[src/rtl/alu8_pkg.sv]
// Package: shared widths, operation codes and decoded-operation type for the
// compare-flag ALU. Assumes a 3-bit select space with codes 6 and 7 unused.
package alu8_pkg;

    localparam int SEL_W  = 3;
    localparam int CODE_W = 3;

    typedef enum logic [SEL_W-1:0] {
        OPC_ADD = 3'd0,
        OPC_MUL = 3'd1,
        OPC_AND = 3'd2,
        OPC_OR  = 3'd3,
        OPC_XOR = 3'd4,
        OPC_CMP = 3'd5
    } alu_opc_e;

    // Condition-code bit positions (branches match the whole code exactly)
    localparam int CC_LT = 2;
    localparam int CC_GT = 1;
    localparam int CC_EQ = 0;

    typedef struct packed {
        logic is_add;
        logic is_mul;
        logic is_and;
        logic is_or;
        logic is_xor;
        logic is_cmp;
        logic is_bad;
    } op_dec_t;

endpackage

[src/rtl/alu8_decode.sv]
// Module: turns the raw operation select into one-hot operation flags.
// Assumes select is stable when sampled; unknown codes raise is_bad.
module alu8_decode
    import alu8_pkg::*;
(
    input  logic [SEL_W-1:0] op_sel,
    output op_dec_t          dec,
    output logic             writes
);

    // Decode select into exactly one operation flag
    always_comb begin
        dec = '0;
        case (op_sel)
            OPC_ADD: dec.is_add = 1'b1;
            OPC_MUL: dec.is_mul = 1'b1;
            OPC_AND: dec.is_and = 1'b1;
            OPC_OR:  dec.is_or  = 1'b1;
            OPC_XOR: dec.is_xor = 1'b1;
            OPC_CMP: dec.is_cmp = 1'b1;
            default: dec.is_bad = 1'b1;
        endcase
    end

    // Register write happens for the data operations only
    always_comb begin
        writes = dec.is_add | dec.is_mul | dec.is_and | dec.is_or | dec.is_xor;
    end

endmodule

[src/rtl/alu8_mul.sv]
// Module: unsigned multiplier keeping only the low DATA_W bits, built as a
// shift-and-add chain. Assumes truncation is the desired wrap behaviour.
module alu8_mul #(
    parameter int DATA_W = 8
) (
    input  logic [DATA_W-1:0] mul_a,
    input  logic [DATA_W-1:0] mul_b,
    output logic [DATA_W-1:0] mul_lo
);

    logic [DATA_W-1:0] acc [DATA_W+1];

    assign acc[0] = '0;

    genvar gi;
    generate
        for (gi = 0; gi < DATA_W; gi++) begin : g_pp
            logic [DATA_W-1:0] pp;
            // Partial product for bit gi of the second operand, shifted and truncated
            always_comb begin
                pp = mul_b[gi] ? (mul_a << gi) : '0;
            end
            assign acc[gi+1] = acc[gi] + pp;
        end
    endgenerate

    assign mul_lo = acc[DATA_W];

endmodule

[src/rtl/alu8_compare.sv]
// Module: unsigned magnitude compare producing a one-hot less/greater/equal
// code. Assumes both operands are the same width.
module alu8_compare
    import alu8_pkg::*;
#(
    parameter int DATA_W = 8
) (
    input  logic [DATA_W-1:0] cmp_a,
    input  logic [DATA_W-1:0] cmp_b,
    output logic [CODE_W-1:0] cmp_code
);

    // Build the one-hot outcome code
    always_comb begin
        cmp_code        = '0;
        cmp_code[CC_LT] = (cmp_a <  cmp_b);
        cmp_code[CC_GT] = (cmp_a >  cmp_b);
        cmp_code[CC_EQ] = (cmp_a == cmp_b);
    end

endmodule

[src/rtl/cflag_alu.sv]
// Module: top of the compare-flag ALU. Selects the data result, registers the
// write strobe, result and error pulse, and holds the condition code that
// only a compare may change. Assumes inputs are valid at each rising edge.
module cflag_alu
    import alu8_pkg::*;
#(
    parameter int DATA_W = 8
) (
    input  logic              clk,
    input  logic              rst_n,
    input  logic              en,
    input  logic [2:0]        op_sel,
    input  logic [DATA_W-1:0] opnd_a,
    input  logic [DATA_W-1:0] opnd_b,
    output logic [DATA_W-1:0] result,
    output logic              wr_en,
    output logic [2:0]        flags,
    output logic              op_err
);

    op_dec_t             dec;
    logic                writes;
    logic [DATA_W-1:0]   mul_lo;
    logic [CODE_W-1:0]   cmp_code;
    logic [DATA_W-1:0]   nxt_res;

    logic [DATA_W-1:0]   res_q;
    logic                wr_q;
    logic                err_q;
    logic [CODE_W-1:0]   cc_q;

    alu8_decode u_dec (
        .op_sel (op_sel),
        .dec    (dec),
        .writes (writes)
    );

    alu8_mul #(.DATA_W(DATA_W)) u_mul (
        .mul_a  (opnd_a),
        .mul_b  (opnd_b),
        .mul_lo (mul_lo)
    );

    alu8_compare #(.DATA_W(DATA_W)) u_cmp (
        .cmp_a    (opnd_a),
        .cmp_b    (opnd_b),
        .cmp_code (cmp_code)
    );

    // Select the data result for the decoded operation (sum wraps)
    always_comb begin
        nxt_res = '0;
        unique case (1'b1)
            dec.is_add: nxt_res = opnd_a + opnd_b;
            dec.is_mul: nxt_res = mul_lo;
            dec.is_and: nxt_res = opnd_a & opnd_b;
            dec.is_or:  nxt_res = opnd_a | opnd_b;
            dec.is_xor: nxt_res = opnd_a ^ opnd_b;
            default:    nxt_res = '0;
        endcase
    end

    // Register write strobe, result and error pulse
    always_ff @(posedge clk) begin
        if (!rst_n) begin
            res_q <= '0;
            wr_q  <= 1'b0;
            err_q <= 1'b0;
        end else begin
            wr_q  <= en & writes;
            res_q <= (en & writes) ? nxt_res : '0;
            err_q <= en & dec.is_bad;
        end
    end

    // Condition code: loaded only by an enabled compare
    always_ff @(posedge clk) begin
        if (!rst_n) begin
            cc_q <= '0;
        end else if (en && dec.is_cmp) begin
            cc_q <= cmp_code;
        end
    end

    assign result = res_q;
    assign wr_en  = wr_q;
    assign flags  = cc_q;
    assign op_err = err_q;

    AST_CC_ONEHOT: assert property (@(posedge clk) disable iff (!rst_n)
        $onehot0(flags));

    AST_CMP_NO_WRITE: assert property (@(posedge clk) disable iff (!rst_n)
        (en && op_sel == 3'd5) |=> (!wr_en && result == '0));

    AST_CC_HOLD: assert property (@(posedge clk) disable iff (!rst_n)
        (en && op_sel != 3'd5) |=> $stable(flags));

    AST_ERR_PULSE: assert property (@(posedge clk) disable iff (!rst_n)
        (en && op_sel > 3'd5) |=> (op_err && !wr_en));

    AST_IDLE_QUIET: assert property (@(posedge clk) disable iff (!rst_n)
        !en |=> (!wr_en && !op_err && $stable(flags)));

    AST_RES_ZERO: assert property (@(posedge clk) disable iff (!rst_n)
        !wr_en |-> (result == '0));

endmodule

[config.mk]
export PLATFORM = sky130hd
export DESIGN_NAME = cflag_alu
export DESIGN_NICKNAME = d
export VERILOG_FILES = /design/src/rtl/alu8_pkg.sv /design/src/rtl/alu8_decode.sv /design/src/rtl/alu8_mul.sv /design/src/rtl/alu8_compare.sv /design/src/rtl/cflag_alu.sv
export SDC_FILE = /design/constraint.sdc
export NUM_CORES = 1
export LEC_CHECK = 0
export ABC_AREA = 1
export BUFFER_PORTS_ARGS = -buffer_cell sky130_fd_sc_hd__clkbuf_2
export CORE_UTILIZATION = 50
export CTS_BUF_LIST = sky130_fd_sc_hd__clkbuf_2
export CTS_CLUSTER_SIZE = 40
export DETAILED_ROUTE_END_ITERATION = 6
export PLACE_DENSITY_LB_ADDON = 0.2
export SLEW_MARGIN = 20
export SYNTH_ARGS = -nofsm -noshare
export SYNTH_HDL_FRONTEND = slang
export SYNTH_SLANG_ARGS = --single-unit
[constraint.sdc]
create_clock -name clk -period 8.93 [get_ports clk]
set_input_delay 0 -clock clk [delete_from_list [all_inputs] [get_ports clk]]
set_output_delay 0 -clock clk [all_outputs]
set_load 0.02 [all_outputs]
==> impl_results.md <==
- Top cell type's share of synthesized area: 19.8%
- CP Data Arrival Time: 3.36 ns
- Yosys reg bits: 13
- Clock buffer depth: 2
- Number of flops mapped to enable cells by yosys: 0
- Core area: 4060 um2
- MaxCap Viol Count: 0
- Post-synth top flop: dfxtp_1
- CTS H-tree depth: 1
- Highest Clock Rate: 315 MHz
- CP Max Fanout: 10
- Final #Nets: 426
- Antenna violations before repair: 0
- Top-count cell post-synth: nand2_1
- Wire per inst: 12.9 um
- DP HPWL: 4240 um
- Final Hold Viols: 0
- DRC violations left: 0
- Tot Pwr: 0.000230 W
- Net count after synthesis: 388
- LEAKAGE: 1.47 nW
- Async set-reset flop share out of synthesis: 0%
- Cells after Synth: 317
- Worst Path Required: 9.11 ns
- Share of the clock period used by the worst path after layout: 35.5%
- ANT nets after route: 0
- Peak supply drop: 36.4 uV
- CP startpoint kind: primary input
- Layout cell share with drive strength beyond 1: 14.1%
- Least-Margin Pin Slew: 0.773 ns
- Synth unique cells: 33
- Vias in the first global route: 2,065
- # hold bufs at CTS: 3
- Num ports: 35
- Dominant cell type by area after synthesis: ha_1
- Via density: 5.11
- Clk pin slew, worst setup/hold paths: 0.15 ns
- Setup TNS: 0 ns
- PD cells: 95.9 nW/um2
- Status: complete, no violations
- Nature of the critical path endpoint: flop
- Die Span Y: 67.5 um
- # setup viols final: 0
- Critical path class: in -> reg
- Clk sinks: 13
- Die footprint: 4550 um2
- Via count: 2,063
- Diode count: 0
- DR pass1 iterations: 4
- CTS tree: yes
- Gr ovfl total: 0
- First-pass GRT wire length: 9160 um
- Post-synthesis sequential area ratio: 12.1%
- Mean Syn Cell Area: 6.76 um2
- Final Util: 59.0%
- Unrepaired setup endpoints after global routing: false
- Total GRT Usage: 26.4%
- Mapped Area: 2140 um2
- DIE WIDTH: 67.5 um
- Final WL: 5200 um
- Syn-to-layout area delta: 11.7%
- Multi-input logic area: 1560 um2
- Synth area leaders: ha_1 20%, nand2_1 16%, fa_1 14%
- YS warnings: 0
- Num CTS Buffers: 3
- Storage element area: 260 um2
- PortBufs: 34
- Final Max Slew Viols: 0
- CTS Root Cell: clkbuf_2
- Fin crit period: 3.17 ns
- Rows: 23
- Commonest cells post-synth: 89 x nand2_1, 75 x inv_1, 34 x ha_1
- Post-CTS sizing: 0
- Routability cong.: 0.878
- Clock Skew: 0 ns
- Worst-Skew Late Latency: 0.26 ns
- Initial Util: 52.8%
- Postcts setup bufs: 0
- Hold Path Class: in -> reg
- FILL cells: 419
- Largest net degree at the start of global routing: 12
- Max transition margin: 48.1%
- Initial drt markers: 148
through the flow:
step / hold WS (ns) / instance area (um2) / setup WS, ns / std cells
6_report: 0.0308 / 2390 / 5.76 / 404
5_1_grt: 0.0204 / 2390 / 5.59 / 404
4_1_cts: 0.0326 / 2390 / 5.74 / 404
3_5_place_dp: 0.275 / 2340 / 5.42 / 397
3_3_place_gp: 0.275 / 2340 / 5.53 / 397
2_1_floorplan: 0.138 / 2140 / 5.70 / 317
worst paths after layout:
check,startpoint,to,slack [ns],depth (start not counted)
worst max-delay path,opnd_a[1],result[6]$_SDFF_PN0_,5.76,13
worst min-delay path,op_sel[2],wr_en$_SDFF_PN0_,0.03,2
worst max register to register,flags[0]$_SDFFE_PN0P_,flags[0]$_SDFFE_PN0P_,8.26,2
worst min register to register,flags[1]$_SDFFE_PN0P_,flags[1]$_SDFFE_PN0P_,0.49,2
where the power goes:
group / internal, W / switching (W)
sequential: 0.0000600 / 0.000000623
combinational: 0.0000522 / 0.0000845
clock: 0.0000119 / 0.0000204
cell families (layout without fill, tap and decap cells):
group | after synthesis | in the layout | synth area share, %
fa+ha+maj | 49 | 49 | 33.9
simple gates | 131 | 131 | 26.2
flops | 13 | 13 | 12.1
compound gates | 37 | 37 | 10.7
buf+inv | 82 | 119 | 15.1
xor+xnor | 5 | 5 | 2.04
sequential cells by signal, indices dropped and copies added, names as in the netlist:
name    flops
flags       3
op_err      1
result      8
wr_en       1
worst max-delay path, cell delays in order:
cell	delay, ns
clkbuf_2	0.25
nand2_1	0.10
inv_1	0.09
fa_1	0.45
fa_1	0.54
inv_1	0.05
fa_1	0.53
inv_1	0.04
ha_1	0.28
ha_1	0.21
fa_1	0.44
a221oi_1	0.27
a21oi_1	0.11
layout make-up:
cell class | count | share of cell area [%]
Multi-Input combinational cell | 222 | 65.1
Timing Repair Buffer | 37 | 8.36
Tap cell | 50 | 2.61
Sequential cell | 13 | 10.9
Clock buffer | 4 | 0.836
Inverter | 78 | 12.2
placed cells by master (no fill, tap or decap), drive strengths merged:
master / Yosys / routed
a211oi: 1 / 1
nand2: 94 / 94
o211ai: 1 / 1
a31oi: 3 / 3
xnor2: 2 / 2
nor4: 2 / 2
nor3: 3 / 3
nor2: 9 / 9
dfxtp: 13 / 13
inv: 77 / 77
o22ai: 4 / 4
a221oi: 4 / 4
a21boi: 1 / 1
o21a: 1 / 1
o21ai: 6 / 6
o21bai: 1 / 1
clkbuf: 0 / 38
fa: 15 / 15
clkinv: 1 / 1
a21oi: 15 / 15
nand3: 22 / 22
dlygate4sd3: 0 / 3
ha: 34 / 34
nand4: 1 / 1
xor2: 3 / 3
metal layers:
layer	part of all wire [%]	track usage [%]
met1	46	35.0
met2	48	45.9
met3	5.2	3.21
met4	0.77	4.26
met5	0	0
Note: power is estimated with default switching activity, not from simulation.
